===== config.mk =====
export PLATFORM = sky130hd
export DESIGN_NAME = erase_ctrl
export DESIGN_NICKNAME = d
export VERILOG_FILES = /design/src/rtl/erase_pkg.sv /design/src/rtl/erase_seq.sv /design/src/rtl/erase_engine.sv /design/src/rtl/erase_array.sv /design/src/rtl/erase_ctrl.sv
export SDC_FILE = /design/constraint.sdc
export NUM_CORES = 1
export LEC_CHECK = 0
export CORE_AREA = 2 2 80 82
export CTS_BUF_LIST = sky130_fd_sc_hd__clkbuf_2 sky130_fd_sc_hd__clkbuf_4 sky130_fd_sc_hd__clkbuf_8
export DETAILED_ROUTE_END_ITERATION = 16
export DIE_AREA = 0 0 82 84
export PLACE_DENSITY_LB_ADDON = 0.08
export SLEW_MARGIN = 20
export SYNTH_ARGS = -nofsm -noshare
export SYNTH_HDL_FRONTEND = slang
export SYNTH_SLANG_ARGS = --single-unit

===== constraint.sdc =====
create_clock -name clk -period 6.76 [get_ports clk]
set_input_delay 1.352 -clock clk [delete_from_list [all_inputs] [get_ports clk]]
set_output_delay 1.352 -clock clk [all_outputs]
set_load 0.03 [all_outputs]

===== src/rtl/erase_pkg.sv =====
package erase_pkg;
  localparam int CMD_AW = 12;
  localparam int DQ_W   = 8;
  localparam int SEQ_LEN = 5;

  typedef enum logic [1:0] {MODE_READ, MODE_BUSY, MODE_ERROR} mode_t;

  localparam logic [1:0]      VPP_PROG  = 2'b10;
  localparam logic [DQ_W-1:0] CMD_RESET = 8'hF0;
  localparam logic [DQ_W-1:0] CMD_CHIP  = 8'h10;
  localparam logic [DQ_W-1:0] CMD_BLOCK = 8'h30;

  function automatic logic [CMD_AW-1:0] unlock_addr(input int step);
    return (step == 1 || step == 4) ? 12'h2AA : 12'h555;
  endfunction

  function automatic logic [DQ_W-1:0] unlock_data(input int step);
    case (step)
      0, 3:    return 8'hAA;
      1, 4:    return 8'h55;
      default: return 8'h80;
    endcase
  endfunction

  function automatic logic [DQ_W-1:0] init_word(input int idx);
    return DQ_W'(idx) ^ 8'h5A;
  endfunction

  function automatic logic [DQ_W-1:0] status_word(input logic done, input logic tog,
                                                  input logic err, input logic vpp_err);
    return {done, tog, err, vpp_err, 4'b0000};
  endfunction
endpackage


===== src/rtl/erase_seq.sv =====
module erase_seq
  import erase_pkg::*;
(
  input  logic              clk,
  input  logic              rst_n,
  input  logic              we,
  input  logic              enable,
  input  logic [CMD_AW-1:0] addr,
  input  logic [DQ_W-1:0]   wdata,
  output logic              start_chip,
  output logic              start_blk
);
  localparam int STEP_W = $clog2(SEQ_LEN + 1);

  logic [STEP_W-1:0] step;
  logic              hit;
  logic              at_final;

  always_comb begin
    at_final   = (int'(step) == SEQ_LEN);
    hit        = !at_final && addr == unlock_addr(int'(step)) &&
                 wdata == unlock_data(int'(step));
    start_chip = enable && we && at_final && wdata == CMD_CHIP;
    start_blk  = enable && we && at_final && wdata == CMD_BLOCK;
  end

  always_ff @(posedge clk) begin
    if (!rst_n) begin
      step <= '0;
    end else if (we && enable) begin
      if (hit) step <= step + 1'b1;
      else     step <= '0;
    end
  end
endmodule


===== src/rtl/erase_engine.sv =====
module erase_engine
  import erase_pkg::*;
#(
  parameter int CNT_W = 16
) (
  input  logic             clk,
  input  logic             rst_n,
  input  logic             start,
  input  logic [1:0]       vpp_lvl,
  input  logic [CNT_W-1:0] erase_dur,
  input  logic             force_fail,
  input  logic             reset_cmd,
  output mode_t            mode,
  output logic             launch,
  output logic             dropped,
  output logic             fire,
  output logic             err,
  output logic             vpp_err
);
  logic [CNT_W-1:0] cnt;
  logic             vpp_ok;
  logic             expired;

  always_comb begin
    vpp_ok  = (vpp_lvl == VPP_PROG);
    expired = (cnt == '0);
    launch  = start && mode == MODE_READ && vpp_ok;
    dropped = start && mode == MODE_READ && !vpp_ok;
    fire    = mode == MODE_BUSY && vpp_ok && expired && !force_fail;
  end

  always_ff @(posedge clk) begin
    if (!rst_n) begin
      mode    <= MODE_READ;
      cnt     <= '0;
      err     <= 1'b0;
      vpp_err <= 1'b0;
    end else begin
      case (mode)
        MODE_READ: begin
          if (launch) begin
            mode    <= MODE_BUSY;
            cnt     <= erase_dur;
            err     <= 1'b0;
            vpp_err <= 1'b0;
          end
        end
        MODE_BUSY: begin
          if (!vpp_ok) begin
            mode    <= MODE_ERROR;
            err     <= 1'b1;
            vpp_err <= 1'b1;
          end else if (expired) begin
            mode <= force_fail ? MODE_ERROR : MODE_READ;
            err  <= force_fail;
          end else begin
            cnt <= cnt - 1'b1;
          end
        end
        default: begin
          if (reset_cmd) begin
            mode    <= MODE_READ;
            err     <= 1'b0;
            vpp_err <= 1'b0;
          end
        end
      endcase
    end
  end
endmodule


===== src/rtl/erase_array.sv =====
module erase_array
  import erase_pkg::*;
#(
  parameter int ARR_AW = 6,
  parameter int BLK_AW = 2
) (
  input  logic              clk,
  input  logic              rst_n,
  input  logic              fire,
  input  logic              erase_all,
  input  logic [BLK_AW-1:0] erase_blk,
  input  logic [ARR_AW-1:0] rd_addr,
  output logic [DQ_W-1:0]   rd_data
);
  localparam int WORDS = 1 << ARR_AW;
  localparam int BLK_SHIFT = ARR_AW - BLK_AW;

  logic [DQ_W-1:0] mem [WORDS];

  for (genvar i = 0; i < WORDS; i++) begin : g_word
    localparam logic [BLK_AW-1:0] MY_BLK = BLK_AW'(i >> BLK_SHIFT);
    always_ff @(posedge clk) begin
      if (!rst_n)
        mem[i] <= init_word(i);
      else if (fire && (erase_all || erase_blk == MY_BLK))
        mem[i] <= '1;
    end
  end

  assign rd_data = mem[rd_addr];
endmodule


===== src/rtl/erase_ctrl.sv =====
module erase_ctrl
  import erase_pkg::*;
#(
  parameter int ARR_AW = 6,
  parameter int BLK_AW = 2,
  parameter int CNT_W  = 16
) (
  input  logic              clk,
  input  logic              rst_n,
  input  logic [11:0]       bus_addr,
  input  logic [7:0]        bus_wdata,
  input  logic              bus_we,
  input  logic              bus_re,
  input  logic [1:0]        vpp_lvl,
  input  logic [CNT_W-1:0]  erase_dur,
  input  logic              force_fail,
  output logic [7:0]        bus_rdata
);
  mode_t             mode;
  logic              start_chip, start_blk, cmd_start;
  logic              launch, dropped, fire, err, vpp_err;
  logic              reset_cmd;
  logic              tgt_all;
  logic [BLK_AW-1:0] tgt_blk;
  logic [DQ_W-1:0]   arr_data;
  logic              tog;

  assign cmd_start = start_chip || start_blk;
  assign reset_cmd = bus_we && bus_wdata == CMD_RESET && mode != MODE_BUSY;

  erase_seq u_seq (
    .clk(clk), .rst_n(rst_n), .we(bus_we), .enable(mode == MODE_READ),
    .addr(bus_addr), .wdata(bus_wdata),
    .start_chip(start_chip), .start_blk(start_blk)
  );

  erase_engine #(.CNT_W(CNT_W)) u_eng (
    .clk(clk), .rst_n(rst_n), .start(cmd_start), .vpp_lvl(vpp_lvl),
    .erase_dur(erase_dur), .force_fail(force_fail), .reset_cmd(reset_cmd),
    .mode(mode), .launch(launch), .dropped(dropped), .fire(fire),
    .err(err), .vpp_err(vpp_err)
  );

  always_ff @(posedge clk) begin
    if (!rst_n) begin
      tgt_all <= 1'b0;
      tgt_blk <= '0;
    end else if (launch) begin
      tgt_all <= start_chip;
      tgt_blk <= bus_addr[ARR_AW-1 -: BLK_AW];
    end
  end

  erase_array #(.ARR_AW(ARR_AW), .BLK_AW(BLK_AW)) u_arr (
    .clk(clk), .rst_n(rst_n), .fire(fire), .erase_all(tgt_all),
    .erase_blk(tgt_blk), .rd_addr(bus_addr[ARR_AW-1:0]), .rd_data(arr_data)
  );

  always_ff @(posedge clk) begin
    if (!rst_n) begin
      bus_rdata <= '0;
      tog       <= 1'b0;
    end else if (bus_re) begin
      if (mode == MODE_READ) begin
        bus_rdata <= arr_data;
      end else begin
        bus_rdata <= status_word(mode == MODE_ERROR, tog, err, vpp_err);
        tog       <= ~tog;
      end
    end
  end
endmodule


==> qor.txt, run 1 <==
R2r endpoint = u_eng.cnt[4]$_SDFFE_PN0P_
CTS buffer count = 5
Synth warnings = 0
Mapped cell area = 2610 µm²
Crit Path Category = input pin to flop
Hold path startpoint = u_eng.cnt[15]$_SDFFE_PN0P_
Final ANT Viol Nets = 0
Post-Place Worst Slack = 2.84 ns
Fin crit share = 53.4%
RSZ-0062 raised after global routing = no
Pre-antenna DRT Iters = 4
Fill cells = 591
Storage cell area = 821 µm²
Clock skew = 0.00854 ns
Slew HR = 36.6%
Ys flop type = dfxtp_1
Nets = 423
Setup ws final = 3.15 ns
Max-Cap Viols = 0
Max Clk Rate = 0.277 GHz
Clk_lat worst skew = 0.30 ns
Worst r2r src = u_eng.mode[0]$_SDFFE_PN0P_
Commonest non-fill, non-tap cell in the layout = clkdlybuf4s50_1
Min cycle time layout = 3.61 ns
Clock transition at the registers of the reported paths = 0.09 ns
DP HPWL = 4.78 mm
Setup Fix Bufs, Post-CTS = 0
Setup TNS = 0 ns
Hold Fails Final Rpt = 0
Routed WL = 6.62 mm
Crit path launch type = input pin
# rows = 29
# H-tree levels = 2
Antenna Diode Count = 0
Post-cts resize count = 0
Finished Cell Area = 3240 µm²
Ys async rst share = 0%
Initial Util = 42.8%
Crit. End Element = flop
First-pass GRT wire length = 11.0 mm
Fin util = 53.2%
Maximum vdd ir drop = 0.000135 V
Initial antenna violation count = 0
Share of cells above drive strength 1 = 7.51%
Final cell count without fillers = 450
Vias in the first global route = 2,274
Die area = 6890 µm²
Vias = 2,531
Area Overhead vs Synth = 24.5%
Hold crit path type = flop to flop
Syn_area_per_cell = 7.80 µm²
Slew at the pin closest to its max-slew limit = 0.950 ns
# setup viols final = 0
Syn nets = 385
Avg Vias per Cell = 5.62
Outcome = finished, final reports clean
R2r setup slk = 4.36 ns
CTS sink cnt = 39
Leakage = 1.20 nW
R2R depth = 4
Hold-fix buffers, CTS = 0
Area of the multi-input gates = 1630 µm²
Placed insts = 442
Worst EP arrival = 3.82 ns
Power Dens Cells = 170 nW/µm²
CTS tree = done
Root buffer cell = clkbuf_8
Avg WL per Cell = 14.7 µm
Routability cong. = 0.777
Placed inst area = 3110 µm²
Flops & latches, synth = 39
Register area share after synthesis = 31.5%
Gr usage total = 20.1%
Iter 0 DRT Violations = 149
Max FO, Critical Path = 21
DRC Markers = 0
Pin count of the biggest net entering global routing = 50
Count of buffers from port buffering = 50
Gate Count Post-Synth = 334
CP Launch Point = bus_wdata[1]
Die Span Y = 84 µm
Number of synthesized flops with an enable pin = 4
Setup crit end = u_eng.cnt[4]$_SDFFE_PN0P_
Cell variety after synth = 55
Core region area = 6100 µm²
Slew Viols, Final = 0
Chip Width = 82 µm
Worst path required time = 6.97 ns
Gr ovfl total = 0
Io pins = 51
Clock Path Buffers = 2
Most frequent cells in the layout = 50 x clkdlybuf4s50_1, 42 x a21oi_1, 41 x nor2_1, 41 x nand2_1, 35 x dfxtp_1
==> routing by layer <==
metal / global-route usage, % / share of wire [%] / routed length, µm
met1: 28.7 / 48 / 3180
met2: 31.0 / 46 / 3040
met3: 3.25 / 4.9 / 322
met4: 5.15 / 1.1 / 75
met5: 0 / 0 / 0
==> worst max-delay path, cell delays in order <==
cell,delay (ns)
clkdlybuf4s50_1,0.45
nor4_1,0.40
nand4_1,0.15
or4_1,0.81
and2_4,0.38
o32ai_1,0.27
==> area by class of cell <==
class | count | share of cell area, %
Multi-Input combinational cell | 261 | 50.1
Tap cell | 77 | 2.97
Sequential cell | 39 | 25.3
Inverter | 13 | 1.50
Clock buffer | 5 | 2.12
Timing Repair Buffer | 52 | 15.9
Clock inverter | 3 | 2.08
==> report_power, final <==
| part | total (mW) | switching, mW | internal [mW] |
|---|---|---|---|
| combinational | 0.0737 | 0.0351 | 0.0386 |
| clock | 0.237 | 0.0893 | 0.147 |
| sequential | 0.241 | 0.00255 | 0.238 |
==> synth_stat cells (all sizes together), types with 2 or more instances <==
cell type	number	area, µm²
a21oi	42	210
nand2	41	154
nor2	41	154
dfxtp	35	701
clkbuf	14	52.6
inv	13	48.8
o21ai	13	65.1
mux2i	12	120
nor3	12	65.1
o32ai	12	150
ha	8	100
nor4	8	62.6
buf	7	57.6
or3	7	48.8
nand3	6	30.0
nand4	6	37.5
a31oi	5	31.3
o22ai	5	31.3
edfxtp	4	120
nor2b	4	25.0
or4	4	33.8
a211oi	3	27.5
nand2b	3	18.8
a2111oi	2	23.8
a221oi	2	17.5
a22oi	2	15.0
mux2	2	22.5
nor4b	2	17.5
o211a	2	20.0
o21a	2	15.0
or2	2	12.5
==> cell families (layout without fill, tap and decap cells) <==
family | Yosys count | after routing | share of synthesized area, %
flip-flops | 39 | 39 | 31.5
XOR/XNOR | 1 | 1 | 0.336
multiplexers | 14 | 14 | 5.47
buffers and inverters | 34 | 73 | 6.10
adder cells (fa/ha/maj) | 8 | 8 | 3.84
AO/OA/AOI/OAI | 96 | 96 | 25.3
AND/OR/NAND/NOR | 142 | 142 | 27.5
==> worst min-delay path by stage <==
stage               cells past startpoint                          to
finish                                  2  u_eng.cnt[15]$_SDFFE_PN0P_
global route                            2   bus_rdata[0]$_SDFFE_PN0P_
CTS                                     2  u_eng.cnt[15]$_SDFFE_PN0P_
detailed placement                      2  u_eng.cnt[15]$_SDFFE_PN0P_
global placement                        2  u_eng.cnt[15]$_SDFFE_PN0P_
floorplan                               2  u_eng.cnt[15]$_SDFFE_PN0P_
==> metrics by stage <==
stage          hold WS (ns)  total power, mW
2_1_floorplan         0.439            0.279
3_3_place_gp          0.451            0.320
3_5_place_dp          0.461            0.320
4_1_cts               0.473            0.557
5_1_grt               0.495            0.576
6_report              0.473            0.551
==> sequential cells by signal, summed over array words and instances (netlist names) <==
register	flops
bus_rdata	8
tgt_all	1
tgt_blk	2
tog	1
u_arr.mem	5
u_eng.cnt	16
u_eng.mode	2
u_eng.vpp_err	1
u_seq.step	3
(Power assumes the default switching activity.)
==> run 2: changes to the inputs <==
Clock period 6.76 ns to 3.04 ns, I/O delays scaled along.
==> qor.txt, run 2 (synthesis gave the netlist of run 1 again) <==
Pin count of the biggest net entering global routing = 43 (was 50)
Gr ovfl total = 0 (unchanged)
CTS sink cnt = 39 (unchanged)
Storage cell area = 821 µm² (unchanged)
Min cycle time layout = 2.60 ns
Area Overhead vs Synth = 23.8% (was 24.5%)
Fill cells = 600 (was 591)
Most frequent cells in the layout = 50 x clkdlybuf4s50_1, 42 x a21oi_1, 41 x nor2_1, 41 x nand2_1, 35 x dfxtp_1 (unchanged)
Vias = 2,538 (was 2,531)
Hold Fails Final Rpt = 0 (unchanged)
Max FFs per register = 16 (unchanged)
CTS tree = done (unchanged)
Share of cells above drive strength 1 = 8.49% (was 7.51%)
Worst path bufs/invs = 2 (was 1)
Clock skew = 0.0138 ns (was 0.00854 ns)
Hold crit path type = flop to flop (unchanged)
Slew Viols, Final = 0 (unchanged)
Fin crit share = 85.5%
Worst EP arrival = 2.75 ns (was 3.82 ns)
Largest Register = u_eng.cnt (unchanged)
Root buffer cell = clkbuf_8 (unchanged)
Crit path cell chain = clkdlybuf4s50_1 > nor4_1 > nand4_1 > or4_1 > buf_4 > a21oi_1 > o32ai_2 (was clkdlybuf4s50_1 > nor4_1 > nand4_1 > or4_1 > and2_4 > o32ai_1)
Max Clk Rate = 0.385 GHz
Fin util = 52.9% (was 53.2%)
Met1 Track Usage GR = 29.3% (was 28.7%)
Leakage = 1.20 nW (about the same)
Hold-fix buffers, CTS = 0 (unchanged)
Chip Width = 82 µm (unchanged)
Die Span Y = 84 µm (unchanged)
# setup viols final = 0 (unchanged)
DP HPWL = 4.99 mm (was 4.78 mm)
Gr usage total = 20.9% (was 20.1%)
Commonest non-fill, non-tap cell in the layout = clkdlybuf4s50_1 (unchanged)
Largest regs = u_eng.cnt (16), bus_rdata (8), u_arr.mem (5) (unchanged)
Top delay family on crit path = simple AND/OR/NAND/NOR gates (unchanged)
Final ANT Viol Nets = 0 (unchanged)
Crit Path Category = input pin to flop (unchanged)
Slew at the pin closest to its max-slew limit = 0.927 ns (was 0.950 ns)
RSZ-0062 raised after global routing = no (unchanged)
GRT met3 Usage = 5.09% (was 3.25%)
Maximum vdd ir drop = 0.000212 V (was 0.000135 V)
Initial antenna violation count = 0 (unchanged)
Met2 GRT Util = 32.1% (was 31.0%)
Largest stage delay on the critical path = 0.58 ns (was 0.81 ns)
Area of the multi-input gates = 1630 µm² (unchanged)
Post-cts resize count = 0 (unchanged)
Count of buffers from port buffering = 50 (unchanged)
Avg WL per Cell = 14.9 µm (was 14.7 µm)
Pre-antenna DRT Iters = 4 (unchanged)
Slowest stage cell, crit path = or4_1 (unchanged)
Antenna Diode Count = 0 (unchanged)
Clock transition at the registers of the reported paths = 0.09 ns (about the same)
Iter 0 DRT Violations = 129 (was 149)
Setup ws final = 0.441 ns (was 3.15 ns)
Max FO, Critical Path = 8 (was 21)
First-pass GRT wire length = 11.2 mm (was 11.0 mm)
Routed WL = 6.75 mm (was 6.62 mm)
Busiest grt layer = met2 (unchanged)
Power Dens Cells = 329 nW/µm² (was 170 nW/µm²)
Max-Cap Viols = 0 (unchanged)
Finished Cell Area = 3230 µm² (was 3240 µm²)
Routability cong. = 0.826 (was 0.777)
# H-tree levels = 2 (unchanged)
Avg Vias per Cell = 5.59 (was 5.62)
Crit. End Element = flop (unchanged)
Core region area = 6100 µm² (unchanged)
Placed inst area = 3140 µm² (was 3110 µm²)
Clock Path Buffers = 2 (unchanged)
Io pins = 51 (unchanged)
Worst path required time = 3.19 ns (was 6.97 ns)
CTS buffer count = 5 (unchanged)
Nets = 427 (was 423)
Setup TNS = 0 ns (unchanged)
DRC Markers = 0 (unchanged)
Total Power = 1.06 mW (was 551 µW)
Die area = 6890 µm² (unchanged)
Post-Place Worst Slack = 0.122 ns (was 2.84 ns)
Vias in the first global route = 2,346 (was 2,274)
# rows = 29 (unchanged)
Setup Fix Bufs, Post-CTS = 0 (unchanged)
Initial Util = 42.8% (unchanged)
Slew HR = 38.1% (was 36.6%)
Clk_lat worst skew = 0.30 ns (about the same)
Outcome = finished, final reports clean (unchanged)
Crit path launch type = input pin (unchanged)
-- run 2: metal layers --
layer | up-vias | part of all wire (%)
li1 | 1317 | -
met1 | 1162 | 49
met2 | 55 | 45
met3 | 4 | 4.8
met4 | 0 | 0.99
met5 | - | 0
-- run 2: tightest hold or removal path, cell delays in order (launching register included) --
cell	delay, ns
dfxtp_1	0.32
nand2_1	0.05
o22ai_1	0.06
-- run 2: path summary, 6_finish.rpt --
path,startpoint,to,slack (ns),depth (start not counted)
hold / removal,bus_rdata[2]$_SDFFE_PN0P_,bus_rdata[2]$_SDFFE_PN0P_,0.47,2
hold reg to reg,bus_rdata[2]$_SDFFE_PN0P_,bus_rdata[2]$_SDFFE_PN0P_,0.47,2
setup reg to reg,u_eng.cnt[0]$_SDFFE_PN0P_,u_eng.cnt[4]$_SDFFE_PN0P_,0.85,7
setup / recovery,bus_wdata[1],u_eng.cnt[11]$_SDFFE_PN0P_,0.44,7
-- run 2: stage by stage --
| step | std cells | hold WS (ns) |
|---|---|---|
| after detailed placement | 446 | 0.462 |
| after floorplan | 334 | 0.439 |
| after global routing | 454 | 0.507 |
| final | 454 | 0.471 |
| after CTS | 454 | 0.475 |
| after global placement | 446 | 0.450 |
-- run 2: area by class of cell --
class | instances | area share, %
well taps | 77 | 2.99
flip-flops and latches | 39 | 25.4
repair buffers | 56 | 16.9
multi-input cells | 261 | 50.4
clock inverters | 3 | 0.620
inverters | 13 | 1.51
clock buffers | 5 | 2.13
-- run 2: report_power, final --
part	internal (mW)	switching, mW
logic	0.0868	0.0791
clock network	0.160	0.199
registers	0.530	0.00587
total	0.776	0.284
